[src/rtl/wtc_pkg.sv]
`timescale 1ns/1ps
package wtc_pkg;
   typedef enum logic [1:0] {
      CM_UP      = 2'b00,
      CM_UP_RC   = 2'b01,
      CM_UPDN    = 2'b10,
      CM_UPDN_RC = 2'b11
   } cnt_mode_e;

   typedef enum logic [1:0] {
      EG_NONE = 2'b00,
      EG_RISE = 2'b01,
      EG_FALL = 2'b10,
      EG_BOTH = 2'b11
   } edge_mode_e;
endpackage

[src/rtl/wtc_event.sv]
`timescale 1ns/1ps
module wtc_event
   import wtc_pkg::*;
#(
   parameter int NUM_XC = 3,
   parameter int SRC_W  = 2
) (
   input  logic              clk,
   input  logic              rst_n,
   input  logic              wave_i,
   input  logic [SRC_W-1:0]  src_i,
   input  logic [1:0]        edge_i,
   input  logic              trig_en_i,
   input  logic              tiob_i,
   input  logic [NUM_XC-1:0] xc_i,
   output logic              trig_o,
   output logic              tiob_drive_o
);
   localparam int NSRC = 2**SRC_W;

   if (NUM_XC + 1 > NSRC) begin : g_bad_src
      $error("wtc_event: NUM_XC+1 sources do not fit in SRC_W bits");
   end

   logic [NSRC-1:0] cand;
   assign cand[0] = tiob_i;
   for (genvar g = 1; g < NSRC; g++) begin : g_src
      if (g <= NUM_XC) begin : g_xc
         assign cand[g] = xc_i[g-1];
      end else begin : g_nc
         assign cand[g] = 1'b0;
      end
   end

   logic sel, sel_q, rise, fall, qual;
   assign sel = cand[src_i];

   always_ff @(posedge clk) begin
      if (!rst_n) sel_q <= 1'b0;
      else        sel_q <= sel;
   end

   assign rise = sel & ~sel_q;
   assign fall = ~sel & sel_q;

   always_comb begin
      case (edge_mode_e'(edge_i))
         EG_RISE: qual = rise;
         EG_FALL: qual = fall;
         EG_BOTH: qual = rise | fall;
         default: qual = 1'b0;
      endcase
   end

   assign trig_o       = wave_i & trig_en_i & qual;
   assign tiob_drive_o = wave_i & (src_i != '0);

   // a trigger only ever follows a change of the selected sample
   a_r6_edge_source: assert property (@(posedge clk) disable iff (!rst_n)
      trig_o |-> (sel != sel_q));
endmodule

[src/rtl/wtc_run.sv]
`timescale 1ns/1ps
module wtc_run (
   input  logic clk,
   input  logic rst_n,
   input  logic start_i,
   input  logic land_rc_i,
   input  logic stop_en_i,
   output logic run_o
);
   always_ff @(posedge clk) begin
      if (!rst_n)                      run_o <= 1'b1;
      else if (start_i)                run_o <= 1'b1;
      else if (stop_en_i && land_rc_i) run_o <= 1'b0;
   end

   // a trigger leaves the clock running
   a_r11_start_runs: assert property (@(posedge clk) disable iff (!rst_n)
      start_i |=> run_o);
endmodule

[src/rtl/wtc_count.sv]
`timescale 1ns/1ps
module wtc_count
   import wtc_pkg::*;
#(
   parameter int WIDTH = 16
) (
   input  logic             clk,
   input  logic             rst_n,
   input  logic             wave_i,
   input  logic [1:0]       mode_i,
   input  logic             tick_i,
   input  logic             run_i,
   input  logic             trig_i,
   input  logic [WIDTH-1:0] rc_i,
   output logic [WIDTH-1:0] count_o,
   output logic             rc_hit_o,
   output logic             land_rc_o
);
   logic [WIDTH-1:0] count_q, cnt_nxt;
   logic             dn_q, dn_nxt, upd;
   logic             at_rc, at_max, at_zero, turn_hi;
   cnt_mode_e        mode;

   assign mode    = cnt_mode_e'(mode_i);
   assign at_rc   = (count_q == rc_i);
   assign at_max  = (count_q == {WIDTH{1'b1}});
   assign at_zero = (count_q == '0);
   assign turn_hi = at_max | ((mode == CM_UPDN_RC) & at_rc);

   always_comb begin
      cnt_nxt = count_q;
      dn_nxt  = dn_q;
      upd     = 1'b0;
      if (!wave_i) begin
         upd = 1'b0;
      end else if (trig_i) begin
         cnt_nxt = '0;
         dn_nxt  = 1'b0;
         upd     = 1'b1;
      end else if (run_i && tick_i) begin
         upd = 1'b1;
         case (mode)
            CM_UP: begin
               cnt_nxt = count_q + 1'b1;
               dn_nxt  = 1'b0;
            end
            CM_UP_RC: begin
               cnt_nxt = at_rc ? '0 : count_q + 1'b1;
               dn_nxt  = 1'b0;
            end
            default: begin
               if (!dn_q) begin
                  if (turn_hi) begin
                     dn_nxt  = 1'b1;
                     cnt_nxt = at_zero ? count_q : count_q - 1'b1;
                  end else begin
                     cnt_nxt = count_q + 1'b1;
                  end
               end else if (at_zero) begin
                  dn_nxt  = 1'b0;
                  cnt_nxt = count_q + 1'b1;
               end else begin
                  cnt_nxt = count_q - 1'b1;
               end
            end
         endcase
      end
   end

   assign land_rc_o = upd & (cnt_nxt == rc_i);

   always_ff @(posedge clk) begin
      if (!rst_n) begin
         count_q  <= '0;
         dn_q     <= 1'b0;
         rc_hit_o <= 1'b0;
      end else begin
         count_q  <= cnt_nxt;
         dn_q     <= dn_nxt;
         rc_hit_o <= land_rc_o;
      end
   end

   assign count_o = count_q;

   // plain up mode advances by exactly one per tick
   a_r2_step_one: assert property (@(posedge clk) disable iff (!rst_n)
      (wave_i && mode == CM_UP && run_i && tick_i && !trig_i)
      |=> count_q == $past(count_q) + 1'b1);
   // a downward count that reaches 0 turns upward
   a_r4_floor_turn: assert property (@(posedge clk) disable iff (!rst_n)
      (wave_i && mode_i[1] && run_i && tick_i && !trig_i && dn_q && at_zero)
      |=> count_q == 1);
   // the flag only accompanies a count equal to RC
   a_r12_hit_match: assert property (@(posedge clk) disable iff (!rst_n)
      rc_hit_o |-> count_q == $past(rc_i));
   // outside waveform mode nothing moves
   a_r13_idle_hold: assert property (@(posedge clk) disable iff (!rst_n)
      !wave_i |=> $stable(count_q));
endmodule

[src/rtl/wave_tc.sv]
`timescale 1ns/1ps
module wave_tc #(
   parameter int WIDTH  = 16,
   parameter int NUM_XC = 3,
   parameter int SRC_W  = 2
) (
   input  logic              clk,
   input  logic              rst_n,
   input  logic              cnt_tick,
   input  logic              wave_en,
   input  logic [1:0]        cnt_mode,
   input  logic [1:0]        evt_edge,
   input  logic [SRC_W-1:0]  evt_src,
   input  logic              evt_trig_en,
   input  logic              stop_at_rc,
   input  logic              tiob_in,
   input  logic [NUM_XC-1:0] xc_in,
   input  logic [WIDTH-1:0]  rc_val,
   output logic [WIDTH-1:0]  count,
   output logic              rc_hit,
   output logic              tiob_drive
);
   if (WIDTH < 2) begin : g_bad_width
      $error("wave_tc: WIDTH must be at least 2");
   end

   logic trig, run, land_rc;

   wtc_event #(.NUM_XC(NUM_XC), .SRC_W(SRC_W)) u_evt (
      .clk(clk), .rst_n(rst_n), .wave_i(wave_en), .src_i(evt_src),
      .edge_i(evt_edge), .trig_en_i(evt_trig_en), .tiob_i(tiob_in),
      .xc_i(xc_in), .trig_o(trig), .tiob_drive_o(tiob_drive)
   );

   wtc_run u_run (
      .clk(clk), .rst_n(rst_n), .start_i(trig), .land_rc_i(land_rc),
      .stop_en_i(stop_at_rc), .run_o(run)
   );

   wtc_count #(.WIDTH(WIDTH)) u_cnt (
      .clk(clk), .rst_n(rst_n), .wave_i(wave_en), .mode_i(cnt_mode),
      .tick_i(cnt_tick), .run_i(run), .trig_i(trig), .rc_i(rc_val),
      .count_o(count), .rc_hit_o(rc_hit), .land_rc_o(land_rc)
   );

   // a trigger clears the count on its edge
   a_r6_trig_clears: assert property (@(posedge clk) disable iff (!rst_n)
      trig |=> count == '0);
   // a halted counter without trigger holds its value
   a_r10_halt_holds: assert property (@(posedge clk) disable iff (!rst_n)
      (!run && !trig) |=> $stable(count));
   // the pin never drives while it is the event source
   a_r8_pin_input: assert property (@(posedge clk) disable iff (!rst_n)
      tiob_drive |-> evt_src != '0);
endmodule

[config.mk]
export PLATFORM = sky130hd
export DESIGN_NAME = wave_tc
export DESIGN_NICKNAME = d
export VERILOG_FILES = /design/src/rtl/wtc_pkg.sv /design/src/rtl/wtc_event.sv /design/src/rtl/wtc_run.sv /design/src/rtl/wtc_count.sv /design/src/rtl/wave_tc.sv
export SDC_FILE = /design/constraint.sdc
export NUM_CORES = 1
export LEC_CHECK = 0
export ABC_AREA = 1
export CAP_MARGIN = 40
export CORE_UTILIZATION = 40
export DETAILED_ROUTE_END_ITERATION = 7
export MAX_ROUTING_LAYER = met4
export SYNTH_ARGS = -nofsm -noshare
export SYNTH_HDL_FRONTEND = slang
export SYNTH_SLANG_ARGS = --single-unit
[constraint.sdc]
create_clock -name clk -period 3.4 [get_ports clk]
set_input_delay 0.68 -clock clk [delete_from_list [all_inputs] [get_ports clk]]
set_output_delay 0.68 -clock clk [all_outputs]
set_load 0.02 [all_outputs]
# Yosys cells after proc, flatten, opt, wreduce, memory -nomap -nowiden
# Index checks and enable logic that the tools add are counted.
[classes]
n_addsub = 2
order_cmp = 1
eq_ne = 8
n_mux = 21
bitwise_logic = 12
n_reduce_logical = 9
[ops]
columns = ["operator", "count"]
rows = [
  ["2-to-1 mux 16 bit", 8],
  ["equality test 16 bit", 2],
  ["case mux 16 bit (2 select lines)", 1],
  ["adder 16 x 1 -> 16 bit (second input constant)", 1],
  ["equality test 16 bit (second input constant)", 1],
  ["zero test 16 bit", 1],
  ["subtractor 16 x 1 -> 16 bit (second input constant)", 1],
  ["2-to-1 mux 1 bit", 10],
  ["bitwise AND 1 bit", 7],
  ["equality test 2 bit (second input constant)", 3],
  ["equality test 2 x 1 -> 1 bit (second input constant)", 2],
  ["nonzero test 2 bit", 2],
  ["OR reduction 2 bit", 2],
  ["< comparator 2 x 3 -> 1 bit (second input constant)", 1],
  ["inverter 1 bit", 3],
  ["case mux 1 bit (3 select lines)", 1],
  ["binary-select mux 1 bit (select 2 bit)", 1],
  ["logical AND 1 bit", 2],
  ["zero test 2 bit", 1],
  ["OR 1 bit", 2],
  ["AND reduction 2 bit", 1],
]
[word_totals]
regBits = 20
out_inout_bits = 18
elab_cells = 58

# Longest topological paths before layout
[logic_depth]
depth_word = 12
depth_mapped = 24

# Hierarchy
# A second synthesis with hierarchy kept.
[hier_totals]
cells_unflattened = 610
area_unflattened_um2 = 3146.8
[modules_own_cells]
columns = ["mod", "instances", "cells_per_inst", "area_per_inst_um2"]
rows = [
  ["wtc_count", 1, 579, 2945.3],
  ["wtc_event", 1, 25, 160.2],
  ["wtc_run", 1, 6, 41.3],
]

# Worst setup path after synthesis
# No wires, ideal clock.
[synth_timing]
kind = "input -> register"
startpoint = "input port evt_src[0]"
endpoint = "register u_run.run_o"
setup_ps = 112
arrival_ps = 2679
required_ps = 3288
path_slack_ps = 609
path_stages = 22
path_buffers = 0
cell_sequence = "inv_1 -> nor2_1 -> nor2_1 -> o21ai_0 -> nand2_1 -> inv_1 -> ha_1 -> o211a_1 -> nand3b_1 -> nand2_1 -> nor2_1 -> nand2_1 -> nor3_1 -> nand2_1 -> nand3_1 -> nand2_1 -> nor2_1 -> nand3_1 -> nor2_1 -> nand3_1 -> nand2_1 -> nand2_1"
[synth_between]
elab_chain_len = 12
word_cells_on_any_way = 16
classes_between = "eq/ne: 1; mux: 7; bitwise: 6; reduce/logical: 2"
[synth_rtl]
columns = ["item", "line_no", "text"]
rows = [
  ["start: declaration", "wave_tc.sv:13", "input logic [SRC_W-1:0] evt_src,"],
  ["binary-select mux 1 bit (select 2 bit) (*)", "wtc_event.sv:36", "assign sel = cand[src_i];"],
  ["2-to-1 mux 1 bit (implied by the code) (*)", "wtc_event.sv:36", ""],
  ["net u_evt.sel", "wtc_event.sv:35", "logic sel, sel_q, rise, fall, qual;"],
  ["inverter 1 bit", "wtc_event.sv:44", "assign fall = ~sel & sel_q;"],
  ["bitwise AND 1 bit", "wtc_event.sv:44", ""],
  ["OR 1 bit", "wtc_event.sv:50", "EG_BOTH: qual = rise | fall;"],
  ["case mux 1 bit (3 select lines) (*)", "wtc_event.sv:47", "case (edge_mode_e'(edge_i))"],
  ["bitwise AND 1 bit (*)", "wtc_event.sv:55", "assign trig_o = wave_i & trig_en_i & qual;"],
  ["2-to-1 mux 16 bit", "wtc_count.sv:36", "end else if (trig_i) begin"],
  ["2-to-1 mux 16 bit", "wtc_count.sv:34", "if (!wave_i) begin"],
  ["equality test 16 bit", "wtc_count.sv:70", "assign land_rc_o = upd & (cnt_nxt == rc_i);"],
  ["bitwise AND 1 bit", "wtc_count.sv:70", ""],
  ["logical AND 1 bit", "wtc_run.sv:13", "else if (stop_en_i && land_rc_i) run_o <= 1'b0;"],
  ["end signal: assignment", "wtc_run.sv:11", "if (!rst_n) run_o <= 1'b1;"],
  ["end signal: assignment", "wtc_run.sv:12", "else if (start_i) run_o <= 1'b1;"],
  ["end signal: assignment", "wtc_run.sv:13", ""],
  ["end: declaration", "wtc_run.sv:8", "output logic run_o"],
]
# The timed path passes the listed nets; every way through them passes the cells marked *. The select of a mux whose other input is x is not followed.
# A chain may end at the register's enable or synchronous reset.

# Worst setup path after layout
[layout_timing]
startpoint = "input port xc_in[0]"
endpoint = "register u_run.run_o"
[layout_between]
elab_chain_len = 12
word_cells_on_any_way = 16
classes_between = "eq/ne: 1; mux: 7; bitwise: 6; reduce/logical: 2"
[layout_rtl]
columns = ["item", "line_no", "text"]
rows = [
  ["start: declaration", "wave_tc.sv:17", "input logic [NUM_XC-1:0] xc_in,"],
  ["binary-select mux 1 bit (select 2 bit) (*)", "wtc_event.sv:36", ""],
  ["2-to-1 mux 1 bit (implied by the code) (*)", "wtc_event.sv:36", ""],
  ["net u_evt.sel", "wtc_event.sv:35", ""],
  ["inverter 1 bit", "wtc_event.sv:44", ""],
  ["bitwise AND 1 bit", "wtc_event.sv:44", ""],
  ["OR 1 bit", "wtc_event.sv:50", ""],
  ["case mux 1 bit (3 select lines) (*)", "wtc_event.sv:47", ""],
  ["bitwise AND 1 bit (*)", "wtc_event.sv:55", ""],
  ["2-to-1 mux 16 bit", "wtc_count.sv:36", ""],
  ["2-to-1 mux 16 bit", "wtc_count.sv:34", ""],
  ["equality test 16 bit", "wtc_count.sv:70", ""],
  ["bitwise AND 1 bit", "wtc_count.sv:70", ""],
  ["logical AND 1 bit", "wtc_run.sv:13", ""],
]
# Marks and branches as above.

==> impl_metrics.ini <==
[cts]
cts_tree = done
cts-root-buf = clkbuf_8
cts.clk_slew.worst_paths_ns = 0.10
clockBufferDepth = 2
cts.sinks = 20
insertion_delay_ns = 0.28
cts_buffers = 3
htreeDepth = 1
ctsHoldBuffers = 0

[layout]
multi_input_area_mm2 = 0.00229
n_antenna_cell = 0
fillers = 790
fin_cells = 775
nets = 714
register_area_um2 = 400
area_growth_pct = 38.3
drive_gt1_frac = 0.166

[logic_synthesis]
synth_top_family_by_area = simple AND/OR/NAND/NOR gates
synth-seq-cells = 20
synth-xor-area-share = 0.0561
synth_fa_ha_area_frac = 0.0211
ys_types = 32
syn_inst = 580
yosysTopAreaCell = nand2_1
synth-edff-count = 0
synth-main-ff-cell = dfxtp_1
yosys_warnings = 0
synthMuxAreaShare = 0
yosysSeqAreaShare = 0.135
avgSynthCellArea_um2 = 5.12
synth-simple-area-share = 0.592
yosys-top-cells-area = nand2_1 28%, dfxtp_1 13%, nand3_1 13%
synth_compound_area_frac = 0.0772
ys_async_sr_fraction = 0
syn-num-nets = 617
synth_top_area_frac = 0.276
netlist_area_mm2 = 0.00297

[global_route]
antenna_found_initial = 0
grt_max_degree = 19
grt_pass1_wl_um = 17700
track_usage = 0.309
grt.overflow.total = 0
first_global_vias = 3513

[worst_setup_path]
ff2ff_setup_slack_ns = 0.41
reg2reg_depth = 22
r2r_start = u_cnt.count_o[1]
rr_endpoint = u_run.run_o
critPathKind = input pin to register
arrival_ns = 3.42
end_kind = register
setup.worst_path.start_class = input pin
worst-endpoint-required_ns = 3.59
path_max_fanout = 3

[placement]
port_buffers = 49
placed_cells = 765
dp_hpwl_um = 9180
gp_congestion = 0.947

[detailed_routing]
drc = 0
num_vias = 4004
routed_wl_um = 11400
vias_per_cell = 5.17
avgRoutedWirePerCell_um = 14.8
drtPass1Iterations = 5
first_iter_violations = 306
ant_nets = 0

[pwr]
irDropWorstVdd_v = 0.000177
p_leak_uw = 0.00215
p_total_uw = 1040
powerDensity_mw_per_mm2 = 254

[die]
die_height_um = 88.1
start_util = 0.411
die_area_mm2 = 0.00777
rows = 31
die_width_um = 88.1
fp.coreArea_mm2 = 0.00721
io_pins = 50

[sta]
slew_viol_final = 0
hold_viol = 0
max_freq_ghz = 0.309
setup_viol = 0
maxSlewHeadroom = 0.559
finalCritPeriodShare = 0.952
finClkSkew_ns = 0.00414
tightestPinTransition_ns = 0.657
fin_crit_ns = 3.24

[worst_hold_path]
worstHoldPathType = register to register
hold_end = u_run.run_o
hp-start = u_run.run_o
whs_path_depth = 2

[run]
maxCapViolCount = 0

[run_status]
status = complete, no violations
## worst max-delay path, stage by stage
cell	delay [ns]
clkdlybuf4s50_1	0.46
nor2_1	0.04
nor2_1	0.09
o21ai_1	0.07
nand2_1	0.10
inv_2	0.05
ha_1	0.17
o211a_1	0.20
nand3b_1	0.14
nand2_2	0.11
nor2_4	0.14
buf_6	0.13
nand3_4	0.07
nor2_4	0.11
nand2_2	0.06
nand2_2	0.08
inv_2	0.04
nand2_2	0.08
nand2_1	0.05
nor2_1	0.12
nand3_1	0.13
nor2_2	0.12
nand3_1	0.09
nand2_1	0.07
nand2_1	0.04
## metrics by stage
step           hold WS (ns)   util  TNS (ns)  area [µm²]  setup WS [ns]
6_report              0.464  0.569         0        4110          0.164
5_1_grt               0.479  0.569   -0.0206        4110        -0.0206
4_1_cts               0.475  0.550         0        3970        0.00871
3_5_place_dp          0.460  0.539    -0.529        3890         -0.302
3_3_place_gp          0.456  0.539    -0.330        3890         -0.206
2_1_floorplan         0.419      -         0        2970          0.609
## what timing repair did
action,CTS,global route
resized for setup,1,34
setup endpoints to repair,1,2
gates cloned,0,0
setup buffers,1,5
pin swaps,0,18
hold endpoints to repair,0,0
## state kept, by name (all words and copies together) (netlist names)
register        cells
u_cnt.count_o      16
u_cnt.dn_q          1
u_cnt.rc_hit_o      1
u_evt.sel_q         1
u_run.run_o         1
## placed cells by master, fill, tap and decap left out
cell,count
a21oi_1,26
buf_4,53
buf_6,3
bufinv_16,1
clkbuf_8,3
clkdlybuf4s50_1,46
clkinv_1,2
clkinvlp_4,1
dfxtp_1,20
dlymetal6s2s_1,3
ha_1,5
inv_1,57
inv_2,15
nand2_1,212
nand2_2,11
nand2_4,2
nand3_1,74
nand3_2,2
nand3_4,2
nand3b_1,7
nand4_1,2
nand4_2,1
nor2_1,69
nor2_2,7
nor2_4,6
nor3_1,8
nor3_2,2
nor3_4,1
o2111ai_1,1
o211a_1,1
o21ai_0,10
o21ai_1,2
o21ai_2,1
o21bai_2,1
xnor2_1,1
xor2_1,18
## metal layers
layer / routed length (µm) / global-route usage / up-vias
li1: - / - / 2015
met1: 5530 / 0.438 / 1818
met2: 5000 / 0.471 / 151
met3: 695 / 0.0273 / 20
met4: 219 / 0.0733 / 0
met5: 0 / - / -
## where the power goes
part	total, µW	leakage (µW)	internal [µW]	switching, µW
Sequential	266	0.000163	243	22.3
Clock	269	0.0000357	158	111
Combinational	509	0.00195	201	308
Total	1040	0.00215	602	441
## final cells by class
cell class	count	area share
clock inverter	1	0.00731
multi-input combinational	472	0.559
clock buffer	3	0.0101
inverter	75	0.0695
sequential	20	0.0975
tap	99	0.0302
timing repair buffer	105	0.226
## cells in the mapped netlist (2+ instances only)
master	number
xor2_1	18
buf_2	9
nand2_1	218
dfxtp_1	20
nand2_2	5
o21ai_0	12
nand3b_1	7
a21oi_1	26
nor2_2	2
inv_2	12
nor3_1	9
nand4_1	2
ha_1	5
nand3_1	76
clkinv_1	3
nor2_1	78
inv_1	60
clkbuf_1	2
nor2_4	2
nand2_4	2
## cell families (layout without fill, tap and decap cells)
group           Yosys count  in the layout
compound gates           42             42
xor+xnor                 19             19
fa+ha+maj                 5              5
buf+inv                  88            184
flops                    20             20
simple gates            406            406
## how the worst max path moves through the flow
stage	start	to	slack (ns)	depth (start not counted)
floorplan	evt_src[0]	u_run.run_o	0.61	22
global placement	evt_src[0]	u_run.run_o	-0.21	26
detailed placement	evt_src[0]	u_run.run_o	-0.30	24
CTS	evt_src[0]	u_run.run_o	0.009	26
global route	xc_in[0]	u_run.run_o	-0.02	25
finish	xc_in[0]	u_run.run_o	0.16	25
Power figures use the tool's default switching activity.
